$ cat config.mk
export PLATFORM = sky130hd
export DESIGN_NAME = pkt_fifo_gate
export DESIGN_NICKNAME = d
export VERILOG_FILES = /design/src/rtl/pkt_fifo_pkg.sv /design/src/rtl/pkt_fifo_store.sv /design/src/rtl/pkt_fifo_wr_gate.sv /design/src/rtl/pkt_fifo_rd_gate.sv /design/src/rtl/pkt_fifo_gate.sv
export SDC_FILE = /design/constraint.sdc
export NUM_CORES = 1
export LEC_CHECK = 0
export ABC_AREA = 0
export CAP_MARGIN = 5
export CORE_UTILIZATION = 40
export DETAILED_ROUTE_END_ITERATION = 7
export HOLD_SLACK_MARGIN = 0.03
export SYNTH_ARGS = -nofsm -noshare
export SYNTH_HDL_FRONTEND = slang
export SYNTH_SLANG_ARGS = --single-unit
$ cat constraint.sdc
create_clock -name clk -period 7.7 [get_ports clk]
set_input_delay 0.77 -clock clk [delete_from_list [all_inputs] [get_ports clk]]
set_output_delay 0.77 -clock clk [all_outputs]
set_load 0.005 [all_outputs]
$ cat src/rtl/pkt_fifo_pkg.sv
`timescale 1ns/1ps
package pkt_fifo_pkg;

    typedef enum logic [1:0] {
        W_IDLE = 2'd0,
        W_PASS = 2'd1,
        W_SKIP = 2'd2
    } wr_state_e;

    typedef enum logic [1:0] {
        R_IDLE = 2'd0,
        R_BODY = 2'd1,
        R_DROP = 2'd2
    } rd_state_e;

endpackage

$ cat src/rtl/pkt_fifo_store.sv
`timescale 1ns/1ps
module pkt_fifo_store #(
    parameter int WW    = 18,
    parameter int DEPTH = 16,
    parameter int CW    = $clog2(DEPTH + 1)
) (
    input  logic          clk,
    input  logic          rst_n,
    input  logic          push,
    input  logic [WW-1:0] push_word,
    input  logic          pop,
    output logic [WW-1:0] front,
    output logic [CW-1:0] level
);
    localparam int AW = (DEPTH > 1) ? $clog2(DEPTH) : 1;

    typedef struct packed {
        logic [AW-1:0] wp;
        logic [AW-1:0] rp;
        logic [CW-1:0] lvl;
    } store_t;

    store_t st_d, st_q;
    logic   do_push, do_pop;
    logic [WW-1:0] mem [DEPTH];

    always_comb begin
        st_d    = st_q;
        do_push = push && (st_q.lvl != CW'(DEPTH));
        do_pop  = pop && (st_q.lvl != '0);
        if (do_push) begin
            st_d.wp = (st_q.wp == AW'(DEPTH - 1)) ? '0 : st_q.wp + AW'(1);
        end
        if (do_pop) begin
            st_d.rp = (st_q.rp == AW'(DEPTH - 1)) ? '0 : st_q.rp + AW'(1);
        end
        case ({do_push, do_pop})
            2'b10:   st_d.lvl = st_q.lvl + CW'(1);
            2'b01:   st_d.lvl = st_q.lvl - CW'(1);
            default: st_d.lvl = st_q.lvl;
        endcase
    end

    always_ff @(posedge clk) begin
        if (!rst_n) st_q <= '0;
        else        st_q <= st_d;
    end

    always_ff @(posedge clk) begin
        if (do_push) mem[st_q.wp] <= push_word;
    end

    assign front = mem[st_q.rp];
    assign level = st_q.lvl;

endmodule

$ cat src/rtl/pkt_fifo_wr_gate.sv
`timescale 1ns/1ps
module pkt_fifo_wr_gate
    import pkt_fifo_pkg::*;
#(
    parameter int DW      = 16,
    parameter int DEPTH   = 16,
    parameter int MAX_LEN = 8,
    parameter int LEN_W   = $clog2(MAX_LEN + 1),
    parameter int WR_THR  = 12,
    parameter int CW      = $clog2(DEPTH + 1)
) (
    input  logic          clk,
    input  logic          rst_n,
    input  logic          mode_thr,
    input  logic          wr_valid,
    input  logic          wr_sop,
    input  logic          wr_eop,
    input  logic [DW-1:0] wr_data,
    input  logic [CW-1:0] level,
    output logic          wr_ready,
    output logic          push,
    output logic [DW+1:0] push_word,
    output logic          open
);
    typedef struct packed {
        wr_state_e state;
    } wr_t;

    wr_t st_d, st_q;

    logic [LEN_W-1:0] hdr_len;
    logic [CW-1:0]    space;
    logic             len_ok, room_ok, thr_ok, not_full;

    always_comb begin
        hdr_len  = wr_data[LEN_W-1:0];
        space    = CW'(DEPTH) - level;
        not_full = (level != CW'(DEPTH));
        len_ok   = (hdr_len != '0) && (int'(hdr_len) <= MAX_LEN);
        room_ok  = int'(space) >= int'(hdr_len);
        thr_ok   = (int'(level) <= WR_THR) && not_full;

        st_d     = st_q;
        wr_ready = 1'b0;
        push     = 1'b0;

        case (st_q.state)
            W_IDLE: begin
                if (wr_valid) begin
                    if (!wr_sop) begin
                        wr_ready = 1'b1;
                    end else if (mode_thr) begin
                        wr_ready = thr_ok;
                        push     = thr_ok;
                        if (thr_ok && !wr_eop) st_d.state = W_PASS;
                    end else if (!len_ok) begin
                        wr_ready = 1'b1;
                        if (!wr_eop) st_d.state = W_SKIP;
                    end else begin
                        wr_ready = room_ok;
                        push     = room_ok;
                        if (room_ok && !wr_eop) st_d.state = W_PASS;
                    end
                end
            end
            W_PASS: begin
                wr_ready = not_full;
                push     = wr_valid && not_full;
                if (push && wr_eop) st_d.state = W_IDLE;
            end
            W_SKIP: begin
                wr_ready = 1'b1;
                if (wr_valid && wr_eop) st_d.state = W_IDLE;
            end
            default: st_d.state = W_IDLE;
        endcase
    end

    always_ff @(posedge clk) begin
        if (!rst_n) st_q <= '{state: W_IDLE};
        else        st_q <= st_d;
    end

    assign push_word = {wr_sop, wr_eop, wr_data};
    assign open      = (st_q.state == W_PASS);

endmodule

$ cat src/rtl/pkt_fifo_rd_gate.sv
`timescale 1ns/1ps
module pkt_fifo_rd_gate
    import pkt_fifo_pkg::*;
#(
    parameter int DEPTH   = 16,
    parameter int MAX_LEN = 8,
    parameter int LEN_W   = $clog2(MAX_LEN + 1),
    parameter int RD_THR  = 4,
    parameter int FIX_LEN = 4,
    parameter int CW      = $clog2(DEPTH + 1)
) (
    input  logic             clk,
    input  logic             rst_n,
    input  logic             mode_thr,
    input  logic             rd_take,
    input  logic             f_sop,
    input  logic             f_eop,
    input  logic [LEN_W-1:0] f_len,
    input  logic [CW-1:0]    level,
    output logic             rd_valid,
    output logic             pop,
    output logic             rd_err,
    output logic             in_pkt
);
    typedef struct packed {
        rd_state_e        state;
        logic [LEN_W-1:0] rem;
        logic             err;
    } rd_t;

    rd_t st_d, st_q;

    logic [LEN_W-1:0] hdr_len, chk_len;
    logic             empty, len_ok, avail, drop, take, last;

    always_comb begin
        empty   = (level == '0);
        hdr_len = mode_thr ? LEN_W'(FIX_LEN) : f_len;
        len_ok  = (f_len != '0) && (int'(f_len) <= MAX_LEN);
        chk_len = (st_q.state == R_IDLE) ? hdr_len : st_q.rem;
        last    = (chk_len == LEN_W'(1));

        st_d     = st_q;
        st_d.err = 1'b0;
        avail    = 1'b0;
        drop     = 1'b0;

        case (st_q.state)
            R_IDLE: begin
                if (!empty) begin
                    if (!f_sop || (!mode_thr && !len_ok)) begin
                        st_d.err   = 1'b1;
                        drop       = 1'b1;
                        st_d.state = R_DROP;
                    end else if (mode_thr) begin
                        avail = int'(level) >= RD_THR;
                    end else begin
                        avail = int'(level) >= int'(f_len);
                    end
                end
            end
            R_BODY: begin
                if (!empty) begin
                    if (f_sop) begin
                        st_d.err   = 1'b1;
                        st_d.state = R_IDLE;
                    end else begin
                        avail = 1'b1;
                    end
                end
            end
            R_DROP: begin
                if (!empty) begin
                    if (f_sop) st_d.state = R_IDLE;
                    else       drop = 1'b1;
                end
            end
            default: st_d.state = R_IDLE;
        endcase

        take = avail && rd_take;
        if (take) begin
            if (last && f_eop) begin
                st_d.state = R_IDLE;
            end else if (last) begin
                st_d.err   = 1'b1;
                st_d.state = R_DROP;
            end else if (f_eop) begin
                st_d.err   = 1'b1;
                st_d.state = R_IDLE;
            end else begin
                st_d.state = R_BODY;
                st_d.rem   = chk_len - LEN_W'(1);
            end
        end
    end

    always_ff @(posedge clk) begin
        if (!rst_n) st_q <= '{state: R_IDLE, rem: '0, err: 1'b0};
        else        st_q <= st_d;
    end

    assign rd_valid = avail;
    assign pop      = take || drop;
    assign rd_err   = st_q.err;
    assign in_pkt   = (st_q.state == R_BODY);

endmodule

$ cat src/rtl/pkt_fifo_gate.sv
`timescale 1ns/1ps
module pkt_fifo_gate #(
    parameter int DW      = 16,
    parameter int DEPTH   = 16,
    parameter int MAX_LEN = 8,
    parameter int FIX_LEN = 4,
    parameter int RD_THR  = 4,
    parameter int WR_THR  = 12,
    localparam int LEN_W  = $clog2(MAX_LEN + 1),
    localparam int CW     = $clog2(DEPTH + 1)
) (
    input  logic          clk,
    input  logic          rst_n,
    input  logic          mode_thr,
    input  logic          wr_valid,
    input  logic          wr_sop,
    input  logic          wr_eop,
    input  logic [DW-1:0] wr_data,
    output logic          wr_ready,
    output logic [CW-1:0] wr_space,
    output logic          rd_valid,
    input  logic          rd_take,
    output logic          rd_sop,
    output logic          rd_eop,
    output logic [DW-1:0] rd_data,
    output logic [CW-1:0] rd_level,
    output logic          rd_err
);
    localparam int WW = DW + 2;

    logic          push, pop, wr_open, rd_in_pkt;
    logic [WW-1:0] push_word, front;
    logic [CW-1:0] level;

    pkt_fifo_store #(.WW(WW), .DEPTH(DEPTH), .CW(CW)) u_store (
        .clk       (clk),
        .rst_n     (rst_n),
        .push      (push),
        .push_word (push_word),
        .pop       (pop),
        .front     (front),
        .level     (level)
    );

    pkt_fifo_wr_gate #(
        .DW(DW), .DEPTH(DEPTH), .MAX_LEN(MAX_LEN), .LEN_W(LEN_W),
        .WR_THR(WR_THR), .CW(CW)
    ) u_wr (
        .clk       (clk),
        .rst_n     (rst_n),
        .mode_thr  (mode_thr),
        .wr_valid  (wr_valid),
        .wr_sop    (wr_sop),
        .wr_eop    (wr_eop),
        .wr_data   (wr_data),
        .level     (level),
        .wr_ready  (wr_ready),
        .push      (push),
        .push_word (push_word),
        .open      (wr_open)
    );

    pkt_fifo_rd_gate #(
        .DEPTH(DEPTH), .MAX_LEN(MAX_LEN), .LEN_W(LEN_W),
        .RD_THR(RD_THR), .FIX_LEN(FIX_LEN), .CW(CW)
    ) u_rd (
        .clk      (clk),
        .rst_n    (rst_n),
        .mode_thr (mode_thr),
        .rd_take  (rd_take),
        .f_sop    (front[WW-1]),
        .f_eop    (front[WW-2]),
        .f_len    (front[LEN_W-1:0]),
        .level    (level),
        .rd_valid (rd_valid),
        .pop      (pop),
        .rd_err   (rd_err),
        .in_pkt   (rd_in_pkt)
    );

    assign rd_sop   = front[WW-1];
    assign rd_eop   = front[WW-2];
    assign rd_data  = front[DW-1:0];
    assign rd_level = level;
    assign wr_space = CW'(DEPTH) - level;

endmodule

== Word level (Yosys, flattened, before mapping) ==
Memories as Yosys holds them, arrays and structs flattened. A register that Yosys moved wholly into a read port is not among the register bits.
Index checks and enable logic that the tools add are counted.

* Word-level logic and storage cells: 129
* Bits in latches: 0
* RAM bits: 288
* Memory bits (read-only): 0
* Memories: 1
* Register bits after elaboration: 22

{| class="wikitable"
|+ Memory list
! name !! depth !! bits a word !! read ports !! clocked after memory_dff !! wr ports !! line !! text
|-
| u_store.mem || 16 || 18 || 1 || 1 || 1 || pkt_fifo_store.sv:25 || <nowiki>logic [WW-1:0] mem [DEPTH];</nowiki>
|}

* $add $sub $neg: 6
* Reductions and logical operators: 30
* Divide/modulo/power cells: 0
* Order comparisons: 6
* Eq/ne operators: 21
* $mul: 0
* Mux-type cells: 55
* Shift operators: 0
* Bitwise logic cells: 3

{| class="wikitable"
|+ Operators by type and width
! cell !! count
|-
| $mux 4 || 8
|-
| $mux 2 || 15
|-
| $mux 1 || 22
|-
| $logic_and 1x1->1 || 13
|-
| $ge 5x4->1 || 2
|-
| $pmux 5 s2 || 1
|-
| $add 4x1->4 const B || 2
|-
| $eq 4x4->1 const B || 2
|-
| $le 4x4->1 const B || 2
|-
| $pmux 1 s2 || 4
|-
| $reduce_and 4->1 || 2
|-
| $reduce_bool 4->1 || 2
|-
| $mux 7 || 1
|-
| $reduce_and 7->1 || 1
|-
| $eq 2x1->1 const B || 3
|-
| $eq 2x2->1 const B || 3
|-
| $ne 2x2->1 const B || 3
|-
| $ne 3x2->1 const B || 2
|-
| $ne 3x3->1 const B || 2
|-
| $pmux 2 s3 || 1
|-
| $add 5x1->5 const B || 1
|-
| $ge 5x3->1 const B || 1
|-
| $le 5x4->1 const B || 1
|-
| $logic_not 5->1 || 1
|-
| other kinds (19) || 26
|}

== Longest topological paths before layout ==
* Depth in word-level cells: 13
* Gate-level depth with buffers: 23
* Depth with buffers taken out: 20

== Hierarchy ==
Synthesis repeated with hierarchy kept, for this count alone.

* Cells, all modules: 681
* Area total of the unflattened synthesis: 13,365.3 um2

{| class="wikitable"
|+ By module, submodules not included
! module !! seq. area each (um2) !! cells an instance !! area each (um2) !! instances
|-
| pkt_fifo_store || 8,988.6 || 517 || 12,055.3 || 1
|-
| pkt_fifo_rd_gate || 140.1 || 88 || 709.4 || 1
|-
| pkt_fifo_wr_gate || 40.0 || 67 || 524.3 || 1
|-
| pkt_fifo_gate || 0.0 || 9 || 76.3 || 1
|}

== Worst setup path before layout ==
OpenSTA, ideal clock, no wires.

* Kind: register to register
* Start point: reg with a tool-made name
* End point: reg u_store.st_q, in the netlist u_store.level[4]
* Setup slack: 2.930 ns
* Arrival: 4.700 ns
* Data required time: 7.629 ns
* Stages on the path, launching flop included: 24
* Period minus slack after synthesis: 4.770 ns
* Buffers on the path: 3
* Path through: dfxtp_1 buf_6 buf_4 mux4_2 a22oi_1 nand2_1 ha_1 nand2b_1 a21o_1 a21o_1 a2111oi_0 o31a_1 nor3_1 or2_0 buf_2 ha_1 inv_1 fa_1 inv_1 a21o_1 a21oi_1 xnor2_1 or3_1 a21oi_1

{| class="wikitable"
|+ RTL lines
! element !! line !! text
|-
| end signal: assignment || pkt_fifo_store.sv:46 || <nowiki>else st_q <= st_d;</nowiki>
|-
| end: declaration || pkt_fifo_store.sv:23 || <nowiki>store_t st_d, st_q;</nowiki>
|}

==> results.toml <==
[run_status]
status = "completed"

[power_and_ir_drop]
clockPowerShare_pct = 33.0
ir_drop_v = 0.000163
p_per_area_nw_per_um2 = 307
p_leak_nw = 4.88
pwr-share-comb_pct = 23.3
power_switching_mw = 1.22
p_int_mw = 3.38
power_mw = 4.60
pwr-share-seq_pct = 43.8
power.share.switching_pct = 26.5

[logic_synthesis]
synth_ff_type = "edfxtp_1"
synth.area.top_cells = "edfxtp_1, mux4_2, dfxtp_1"
synthTopCellsByCount = "edfxtp_1, mux4_2, dfxtp_1, nor2_1"
synth.most_common_cell = "edfxtp_1"
synth_edf_count = 288
synth.largest_area_cell = "edfxtp_1"
synth_top_area_share_pct = 66.6
syn_inst = 685
async_reset_ff_share_pct = 0
ys.warnings.count = 0
synthDistinctLibCells = 59
synth_seq_cells = 314
avgSynthCellArea_um2 = 18.9
ys_seq_area_share_pct = 70.7
netlist_area_um2 = 13000
synthesis.nets = 734

[clocking]
clockBufferDepth = 3
cts.repair.resized = 0
holdBufCountCts = 0
cts_buffers = 30
path_clk_slew_ps = 60
h-tree-depth = 1
clock_sinks = 314
post_cts_buffers = 0
clk_latency_ps = 570
cts_tree = "done"
cts_root_buf = "clkbuf_16"

[place]
hpwl_um = 15900
gp_congestion = 0.820
place_ws_ps = 1900
portBuffers = 53

[timing]
setup_violations = 0
slew_violations = 0
min_period_over_period_pct = 75.8
hold_viol_final = 0
fmax_ghz = 0.171
worst_pin_slew_ps = 1100
worst_clock_skew_ps = 18.0
hold_slack_ps = 510
relSlewSlack_pct = 26.4
grt_setup_unrepaired = "false"
tns_ps = 0
setup_ws_ps = 1870
period_minus_slack_ps = 5830

[floorplanning]
die_h_um = 182
std_cell_rows = 65
core_area_um2 = 31700
boundaryPins = 54
die_w_um = 182
die-area_um2 = 33200
start_util_pct = 40.9

[critical_path]
critPathTopFamily = "simple AND/OR/NAND/NOR gates"
critPathMaxStageDelay_ps = 990
critical_path_class = "reg2reg"
worstReg2RegEnd = "u_store.level[4]$_SDFFE_PN0P_"
arrival_ps = 6300
regToRegSetupSlack_ps = 1870
worstPathCellList = "buf_4 -> mux4_1 -> a22o_1 -> a221oi_2 -> nor3_1 -> mux2_4 -> nor3_1 -> or2_0 -> ha_1 -> inv_1 -> fa_1 -> inv_1 -> a21o_1 -> a21oi_1 -> xnor2_1 -> or3_1 -> a21oi_1"
cp.required_ps = 8170
crit_fanout = 37
slowest_stage = "dfxtp_2"
end_kind = "register"
startpoint_type = "register"
r2r_cells = 17
worst-path-buf-inv = 3

[global_routing]
overflow = 0
grt_pass1_wl_um = 42600
antenna_found_initial = 0
grt_pass1_vias = 7012
grt_util_all_layers_pct = 17.3
grt_max_degree = 50

[routing]
wl_per_cell_um = 23.7
drc_errors = 0
drt_iter0_drc = 656
postRouteAntennaNets = 0
vias = 6610
detail_route.wirelength_um = 28000
via_per_inst = 5.62
firstDrtPassIters = 5

[min_path]
min_to = "u_rd.st_q[1]$_SDFFE_PN0P_"
holdCritPathClass = "reg2reg"
whs_path_depth = 2
worstHoldStart = "u_rd.st_q[1]$_SDFFE_PN0P_"

[finish]
area_delta_synth_final_pct = 15.4
diodes = 0
drive_gt1_share_pct = 20.3
fin_nets = 801

[job]
maxCapViolCount = 0
==> per-layer routing <==
layer,vias up,GRT usage (%),routed length [um]
met4,0,4.20,463
met3,40,2.59,1480
met5,-,0,0
met2,183,30.0,14200
met1,3487,22.8,11800
li1,2900,-,-
==> worst max-delay path by stage <==
stage | from | endpoint | slack (ps) | cells after the start
final | register | u_store.level[4]$_SDFFE_PN0P_ | 1870 | 17
after CTS | register | u_store.level[4]$_SDFFE_PN0P_ | 1860 | 17
after global routing | register | u_store.level[4]$_SDFFE_PN0P_ | 1340 | 20
after floorplan | register | u_store.level[4]$_SDFFE_PN0P_ | 2930 | 23
after global placement | register | u_store.level[4]$_SDFFE_PN0P_ | 2120 | 17
after detailed placement | register | u_store.level[4]$_SDFFE_PN0P_ | 1900 | 17
==> kinds of logic after synthesis <==
logic type	share of synthesized area [%]
AOI/OAI and AO/OA	3.95
xor gates and xnor gates	0.540
adders and majority gates	2.56
buffers and inverters	2.36
DFF	70.7
muxes	15.7
and+or+nand+nor	4.27
==> sequential cells by signal (all words and copies together) (netlist names), named ones only <==
register       flops
u_rd.rd_err        1
u_rd.st_q          6
u_store.level      5
u_store.mem      288
u_store.st_q       8
u_wr.st_q          2
==> layout by cell type (no fill, tap or decap), types with 3 or more instances in the layout <==
master             n
a21o_1             6
a21oi_1           20
a22oi_1            8
and2_1             4
and3_1            17
buf_4             19
bufinv_16          5
clkbuf_1           8
clkbuf_16         30
clkdlybuf4s50_1   53
clkinv_1           4
clkinv_2           6
dfxtp_1           24
edfxtp_1         288
ha_1              25
inv_1             25
mux2_2             3
mux2i_1            5
mux4_1             5
mux4_2            80
nand2_1           22
nand2b_1           6
nand3_1            3
nor2_1            26
nor2b_1            7
nor3_1            11
o21a_1             3
o21ai_0           11
o31ai_1            4
xnor2_1            4
xor2_1             4
==> power groups by stage <==
stage | clock [mW] | combinational [mW] | sequential (mW)
global route | 1.61 | 1.18 | 2.02
floorplan | 0 | 0.795 | 1.97
global placement | 0 | 1.03 | 2.05
CTS | 1.54 | 1.08 | 2.02
detailed placement | 0 | 1.07 | 2.05
finish | 1.52 | 1.07 | 2.01
==> area by class of cell <==
cell class	instances	area (um2)
Clock inverter	15	221
Sequential cell	314	9170
Clock buffer	40	808
Tap cell	402	503
Timing Repair Buffer	72	673
Fill cell	2597	16700
Inverter	26	97.6
Multi-Input combinational cell	308	3500
==> through the flow <==
| stage | area (um2) | utilization, % | instances |
|---|---|---|---|
| 3_5_place_dp | 13900 | 44.0 | 1122 |
| 2_1_floorplan | 13000 | - | 685 |
| 6_report | 15000 | 47.2 | 1177 |
| 4_1_cts | 15000 | 47.2 | 1177 |
| 3_3_place_gp | 13900 | 44.0 | 1122 |
| 5_1_grt | 15000 | 47.2 | 1177 |
==> worst reg2reg max path: stages (launching register included) <==
cell and delay (ps):
dfxtp_2 990, buf_4 620, mux4_1 420, a22o_1 210, a221oi_2 570, nor3_1 90
mux2_4 320, nor3_1 510, or2_0 360, ha_1 290, inv_1 100, fa_1 400
inv_1 80, a21o_1 110, a21oi_1 70, xnor2_1 130, or3_1 310, a21oi_1 150
Note: power is estimated with default switching activity, not from simulation.
